`config.mk`:
```
export PLATFORM = sky130hd
export DESIGN_NAME = pwm_deadtime_gen
export DESIGN_NICKNAME = d
export VERILOG_FILES = /design/src/rtl/pdt_pkg.sv /design/src/rtl/pdt_src_sel.sv /design/src/rtl/pdt_dt_counter.sv /design/src/rtl/pdt_fsm.sv /design/src/rtl/pwm_deadtime_gen.sv
export SDC_FILE = /design/constraint.sdc
export NUM_CORES = 1
export LEC_CHECK = 0
export BUFFER_PORTS_ARGS = -buffer_cell sky130_fd_sc_hd__buf_2
export CORE_MARGIN = 2
export CORE_UTILIZATION = 51
export CTS_CLUSTER_SIZE = 25
export DETAILED_ROUTE_END_ITERATION = 10
export PLACE_DENSITY = 0.75
export SETUP_SLACK_MARGIN = 0.5
export SLEW_MARGIN = 0
export SYNTH_ARGS = -nofsm -noshare
export SYNTH_HDL_FRONTEND = slang
export SYNTH_SLANG_ARGS = --single-unit
export TNS_END_PERCENT = 20
```
`constraint.sdc`:
```
create_clock -name clk -period 4.5 [get_ports clk]
set_clock_uncertainty 0.15 [all_clocks]
set_input_delay 0.225 -clock clk [delete_from_list [all_inputs] [get_ports clk]]
set_output_delay 0.225 -clock clk [all_outputs]
set_load 0.01 [all_outputs]
```
`src/rtl/pdt_pkg.sv`:
```
package pdt_pkg;

    typedef enum logic [2:0] {
        ST_HOLD,
        ST_DEAD_RISE,
        ST_TOP_ON,
        ST_DEAD_FALL,
        ST_BOT_ON
    } pdt_state_t;

    localparam int DIR_FALL = 0;
    localparam int DIR_RISE = 1;
    localparam int NUM_DIR  = 2;

endpackage

```
`src/rtl/pdt_src_sel.sv`:
```
module pdt_src_sel (
    input  logic clk,
    input  logic rst,
    input  logic raw_a,
    input  logic raw_b,
    input  logic dbl_src,
    input  logic dbl_en,
    input  logic pol_sel,
    output logic src_lvl,
    output logic rise_evt,
    output logic fall_evt
);

    logic chan_pick;
    logic src_q;

    always_comb begin
        chan_pick = pol_sel ? raw_b : raw_a;
        src_lvl   = dbl_en ? dbl_src : chan_pick;
    end

    always_ff @(posedge clk) begin
        if (rst) begin
            src_q <= 1'b0;
        end else begin
            src_q <= src_lvl;
        end
    end

    always_comb begin
        rise_evt = src_lvl & ~src_q;
        fall_evt = ~src_lvl & src_q;
    end

endmodule

```
`src/rtl/pdt_dt_counter.sv`:
```
module pdt_dt_counter #(
    parameter int CNT_W = 11
) (
    input  logic             clk,
    input  logic             rst,
    input  logic             load,
    input  logic [CNT_W-1:0] load_val,
    output logic             is_zero
);

    logic [CNT_W-1:0] cnt;

    always_ff @(posedge clk) begin
        if (rst) begin
            cnt <= '0;
        end else if (load) begin
            cnt <= load_val;
        end else if (cnt != '0) begin
            cnt <= cnt - 1'b1;
        end
    end

    assign is_zero = (cnt == '0);

endmodule

```
`src/rtl/pdt_fsm.sv`:
```
module pdt_fsm
    import pdt_pkg::*;
(
    input  logic clk,
    input  logic rst,
    input  logic indep_mode,
    input  logic src_lvl,
    input  logic rise_evt,
    input  logic fall_evt,
    input  logic zero_rise,
    input  logic zero_fall,
    output logic load_rise,
    output logic load_fall,
    output logic fsm_top,
    output logic fsm_bot
);

    pdt_state_t state, state_nxt;

    always_ff @(posedge clk) begin
        if (rst) begin
            state <= ST_HOLD;
        end else begin
            state <= state_nxt;
        end
    end

    always_comb begin
        state_nxt = state;
        load_rise = 1'b0;
        load_fall = 1'b0;
        if (indep_mode) begin
            state_nxt = ST_HOLD;
        end else begin
            unique case (state)
                ST_HOLD: begin
                    if (src_lvl) begin
                        state_nxt = ST_DEAD_RISE;
                        load_rise = 1'b1;
                    end else begin
                        state_nxt = ST_DEAD_FALL;
                        load_fall = 1'b1;
                    end
                end
                ST_DEAD_RISE: begin
                    if (fall_evt) begin
                        state_nxt = ST_DEAD_FALL;
                        load_fall = 1'b1;
                    end else if (zero_rise) begin
                        state_nxt = ST_TOP_ON;
                    end
                end
                ST_TOP_ON: begin
                    if (fall_evt) begin
                        state_nxt = ST_DEAD_FALL;
                        load_fall = 1'b1;
                    end
                end
                ST_DEAD_FALL: begin
                    if (rise_evt) begin
                        state_nxt = ST_DEAD_RISE;
                        load_rise = 1'b1;
                    end else if (zero_fall) begin
                        state_nxt = ST_BOT_ON;
                    end
                end
                ST_BOT_ON: begin
                    if (rise_evt) begin
                        state_nxt = ST_DEAD_RISE;
                        load_rise = 1'b1;
                    end
                end
                default: begin
                    state_nxt = ST_HOLD;
                end
            endcase
        end
    end

    always_comb begin
        fsm_top = 1'b0;
        fsm_bot = 1'b0;
        unique case (state)
            ST_TOP_ON: fsm_top = 1'b1;
            ST_BOT_ON: fsm_bot = 1'b1;
            default: begin
                fsm_top = 1'b0;
                fsm_bot = 1'b0;
            end
        endcase
    end

endmodule

```
`src/rtl/pwm_deadtime_gen.sv`:
```
module pwm_deadtime_gen
    import pdt_pkg::*;
#(
    parameter int CNT_W = 11
) (
    input  logic             clk,
    input  logic             rst,
    input  logic             raw_a,
    input  logic             raw_b,
    input  logic             dbl_src,
    input  logic             indep_mode,
    input  logic             dbl_en,
    input  logic             pol_sel,
    input  logic [CNT_W-1:0] dt_rise,
    input  logic [CNT_W-1:0] dt_fall,
    output logic             out_top,
    output logic             out_bot
);

    logic src_lvl, rise_evt, fall_evt;
    logic fsm_top, fsm_bot;
    logic [NUM_DIR-1:0]   cnt_load;
    logic [NUM_DIR-1:0]   cnt_zero;
    logic [CNT_W-1:0]     cnt_val [NUM_DIR];

    assign cnt_val[DIR_RISE] = dt_rise;
    assign cnt_val[DIR_FALL] = dt_fall;

    pdt_src_sel u_src (
        .clk      (clk),
        .rst      (rst),
        .raw_a    (raw_a),
        .raw_b    (raw_b),
        .dbl_src  (dbl_src),
        .dbl_en   (dbl_en),
        .pol_sel  (pol_sel),
        .src_lvl  (src_lvl),
        .rise_evt (rise_evt),
        .fall_evt (fall_evt)
    );

    for (genvar d = 0; d < NUM_DIR; d++) begin : g_dir
        pdt_dt_counter #(.CNT_W(CNT_W)) u_cnt (
            .clk      (clk),
            .rst      (rst),
            .load     (cnt_load[d]),
            .load_val (cnt_val[d]),
            .is_zero  (cnt_zero[d])
        );
    end

    pdt_fsm u_fsm (
        .clk        (clk),
        .rst        (rst),
        .indep_mode (indep_mode),
        .src_lvl    (src_lvl),
        .rise_evt   (rise_evt),
        .fall_evt   (fall_evt),
        .zero_rise  (cnt_zero[DIR_RISE]),
        .zero_fall  (cnt_zero[DIR_FALL]),
        .load_rise  (cnt_load[DIR_RISE]),
        .load_fall  (cnt_load[DIR_FALL]),
        .fsm_top    (fsm_top),
        .fsm_bot    (fsm_bot)
    );

    always_comb begin
        if (indep_mode) begin
            out_top = raw_a;
            out_bot = raw_b;
        end else begin
            out_top = fsm_top;
            out_bot = fsm_bot;
        end
    end

endmodule

```
## Word level (Yosys, flattened, before mapping)

Cells that the tools add are included.

- Word-level logic and storage cells: 55
- Input port bits: 30
- Register bits: 26
- Output and inout port bits: 2

- Equality and inequality tests: 8
- Reduce and logical (&&, ||, !) cells: 11
- Multiplexer cells: 26
- Add/subtract/negate cells: 2
- Bitwise logic cells: 4

Operators by type and width:

| operator | number |
|---|---|
| 11-bit two-way mux | 4 |
| 11-bit logical NOT | 2 |
| 11-bit nonzero test | 2 |
| 11-bit by 1-bit subtractor with 11-bit output (second input constant) | 2 |
| 3-bit two-way mux | 6 |
| 3-bit one-hot mux with 5 select lines | 1 |
| 1-bit two-way mux | 12 |
| 3-bit by 2-bit == test with 1-bit output (second input constant) | 2 |
| 3-bit != test (second input constant) | 2 |
| 2-bit OR reduction | 3 |
| 2-bit != test (second input constant) | 2 |
| 1-bit one-hot mux with 2 select lines | 2 |
| 4-bit AND reduction | 1 |
| 2-bit nonzero test | 2 |
| 3-bit by 1-bit == test with 1-bit output (second input constant) | 1 |
| 3-bit == test (second input constant) | 1 |
| 3-bit logical NOT | 1 |
| 1-bit AND | 2 |
| 2-bit two-way mux | 1 |
| 1-bit inverter | 2 |

## Depth between registers and ports, before layout

- Depth after elaboration: 8
- Mapped depth: 8
- Mapped depth without buffers: 7

## By module

Synthesis repeated with hierarchy kept, for this count alone.

- Cells, all modules: 193
- Area, all modules: 1664.1 um^2

Modules (own cells, without submodules):

| module | cells an instance | area each (um^2) | sequential area each (um^2) | instances |
|---|---|---|---|---|
| pdt_dt_counter | 72 | 626.9 | 220.2 | 2 |
| pdt_fsm | 38 | 312.8 | 60.1 | 1 |
| pdt_src_sel | 9 | 75.1 | 20.0 | 1 |
| pwm_deadtime_gen | 2 | 22.5 | 0.0 | 1 |

## Worst setup path after synthesis

OpenSTA, ideal clock, no wires.

- Path type: flip-flop to flip-flop
- From: register g_dir[0].u_cnt.cnt[2]
- To: register u_fsm.state[0]
- Data required time: 4232 ps
- Stages on the path, launching flop included: 7
- Clock period less this slack: 2045 ps
- Arrival time: 1777 ps
- Setup time: 118 ps
- Setup slack: 2455 ps
- Buffers on the path: 1
- Cell sequence: dfxtp_1 > or3_1 > buf_6 > nor4b_4 > o21ai_2 > o2bb2ai_2 > o2111a_1

- Cells in the longest elaborated chain, start to end: 3

RTL lines:

| what | RTL line | RTL |
|---|---|---|
| start: declaration | pdt_dt_counter.sv:11 | `logic [CNT_W-1:0] cnt;` |
| start signal: assignment | pdt_dt_counter.sv:17 | `cnt <= load_val;` |
| start signal: assignment | pdt_dt_counter.sv:19 | `cnt <= cnt - 1'b1;` |
| 11-bit logical NOT | pdt_dt_counter.sv:23 | `assign is_zero = (cnt == '0);` |
| 3-bit != test (no line) | n/a |  |
| 4-bit AND reduction (no line) | n/a |  |
| end signal: assignment | pdt_fsm.sv:24 | `state <= state_nxt;` |
| end: declaration | pdt_fsm.sv:18 | `pdt_state_t state, state_nxt;` |

Every way passes these cells.
A chain may end at the register's enable or synchronous reset.

## Worst setup path after layout

Ends and elaborated chain as after synthesis.

==> impl_metrics.ini <==
[outcome]
status = complete, no violations

[sta]
relSlewSlack_pct = 38.4
hold_violations = 0
finalWorstSetupSlack_ps = 2270
whs_ps = 23.3
setup_viol = 0
setup-tns-final_ps = 0
post-route-min-period_ps = 2230
timing.fmax_ghz = 0.448
post-route-period-util_pct = 49.6
worstMarginPinSlew_ps = 917
rsz0062_at_grt = no
slew_violations = 0

[grt]
grt_overflow = 0
grt_antenna_before_repair = 0
grt_max_degree = 27
track_usage_pct = 20.3
grt_pass1_wl_um = 5740
grt_pass1_vias = 1442

[floorplanning]
initial_core_util_pct = 53.5
die_h_um = 60.3
core_mm2 = 0.00303
rows = 20
dieWidth_um = 60.3
die-area_mm2 = 0.00364
num_io_pins = 32

[route]
wl_met1_um = 1600
vias = 1552
wl_met3_um = 112
drc = 0
highest_layer = met4
routed_wl_um = 3420
wire_per_inst_um = 11.7
dr_wl_met2_um = 1670
ant_nets = 0
drt_iter0_drc = 68
post_drt_via_cell_ratio = 5.32
firstDrtPassIters = 4

[synthesis]
synthCells = 207
yosysTopAreaCellShare_pct = 32.1
syn_avg_cell_area_um2 = 7.82
ys_top_cells_by_area = dfxtp_1, nand2_1, nor2_1
synth_fp_nets = 239
synth.ff_latch_count = 26
async_flop_share_pct = 0
synth.most_common_cell = nand2_1
synth_seq_area_share_pct = 32.1
syn_area_mm2 = 0.00162
synthTopCellsByCount = nand2_1, dfxtp_1, nor2_1
synth_cell_types = 43
yosys_warnings = 0
synth_ff_type = dfxtp_1
synth.largest_area_cell = dfxtp_1
synth_edf_count = 0

[clock_network]
cts_max_level = 1
numClockSinks = 26
numCtsBuffers = 3
clk_latency_ps = 320
cts_resized = 0
cts_tree = done
path_clk_slew_ps = 140
cts-root-buf = clkbuf_4
clk_path_buf_depth = 2

[final_layout]
syn2layout_area_growth_pct = 22.0
drive_gt1_share_pct = 18.5
fillCellCount = 266
num-nets-final = 282
fin_util_pct = 65.2
n_antenna_cell = 0
postLayoutCellArea_mm2 = 0.00198
fin_cells = 292

[critical_path]
crit_type = reg -> reg
start_kind = flip-flop
cp.arrival_ps = 2320
cp_max_fo = 9
end_kind = flip-flop
critical_path_required_ps = 4590

[power_and_ir_drop]
ir_drop_mv = 0.353
power_density_mw_per_mm2 = 610
p_leak_nw = 0.804
power.total_mw = 1.21

[place]
gp_congestion = 0.905
port_buffers = 31
dp_hpwl_um = 2340
dpl-instance-area_mm2 = 0.00178
dp_slack_ps = 2290
dp.cells = 272

[run]
cap_violations = 0

[min_path]
worstHoldPathType = in -> reg
-- cells by family after synthesis --
family | count (synthesis) | synth area share (%)
AOI/OAI and AO/OA | 37 | 15.2
xor gates and xnor gates | 11 | 5.95
adders and majority gates | 3 | 2.16
buffers and inverters | 17 | 4.71
DFF | 26 | 32.1
muxes | 12 | 7.73
and+or+nand+nor | 101 | 32.1
-- repair_timing --
action | CTS | global route
buffers inserted | 0 | 0
hold buffers | 16 | 1
hold endpoints to repair | 16 | 1
-- registers in the layout, indices dropped and copies added, names as in the netlist --
| register | flops |
|---|---|
| g_dir.u_cnt.cnt | 22 |
| u_src.src_q | 1 |
| u_fsm.state | 3 |
-- worst max-delay path: stages, from the launching register on --
cell and delay [ps]:
dfxtp_1 370, or3_1 490, nor4b_4 580, o21ai_2 140, o2bb2ai_2 160, o2111a_1 250
-- where the power goes --
group	switching [mW]	total (mW)	internal, mW
Clock	0.0700	0.101	0.0314
Combinational	0.346	0.698	0.351
Sequential	0.0898	0.406	0.316
-- final cells by class --
cell class,count,area [um2],area share [%]
multi-input cells,164,1020,51.7
clock buffers,3,22.5,1.14
well taps,44,55.1,2.79
repair buffers,49,333,16.8
inverters,6,22.5,1.14
flip-flops and latches,26,520,26.3
-- placed cells by master, fill, tap and decap left out, types with 2 or more instances in the layout --
| cell | n |
|---|---|
| a211o_1 | 3 |
| a211oi_1 | 3 |
| a21oi_1 | 15 |
| a31oi_1 | 3 |
| buf_2 | 31 |
| clkbuf_4 | 3 |
| dfxtp_1 | 26 |
| dlygate4sd3_1 | 17 |
| ha_1 | 2 |
| inv_1 | 6 |
| mux2_2 | 4 |
| mux2i_1 | 8 |
| nand2_1 | 27 |
| nand3_1 | 8 |
| nand3b_1 | 2 |
| nor2_1 | 25 |
| nor2b_1 | 4 |
| nor3_1 | 12 |
| nor3b_1 | 2 |
| nor4_1 | 2 |
| nor4_2 | 2 |
| o211ai_1 | 2 |
| o21ai_0 | 4 |
| or3_1 | 9 |
| xnor2_1 | 8 |
| xor2_1 | 3 |
-- metal layers --
metal / vias to the layer above / GRT usage [%]
met5: - / 0
met4: 0 / 3.81
met3: 4 / 4.48
met2: 29 / 38.5
met1: 702 / 23.5
li1: 817 / -
-- worst paths after layout --
check	start	slack, ps	cells after the start	end
max	g_dir[0].u_cnt.cnt[2]	2270	5	u_fsm.state[0]
min	dt_rise[9]	20	3	g_dir[1].u_cnt.cnt[9]
max reg2reg	g_dir[0].u_cnt.cnt[2]	2270	5	u_fsm.state[0]
min reg2reg	g_dir[1].u_cnt.cnt[10]	380	2	g_dir[1].u_cnt.cnt[10]
Note: power is estimated with default switching activity, not from simulation.
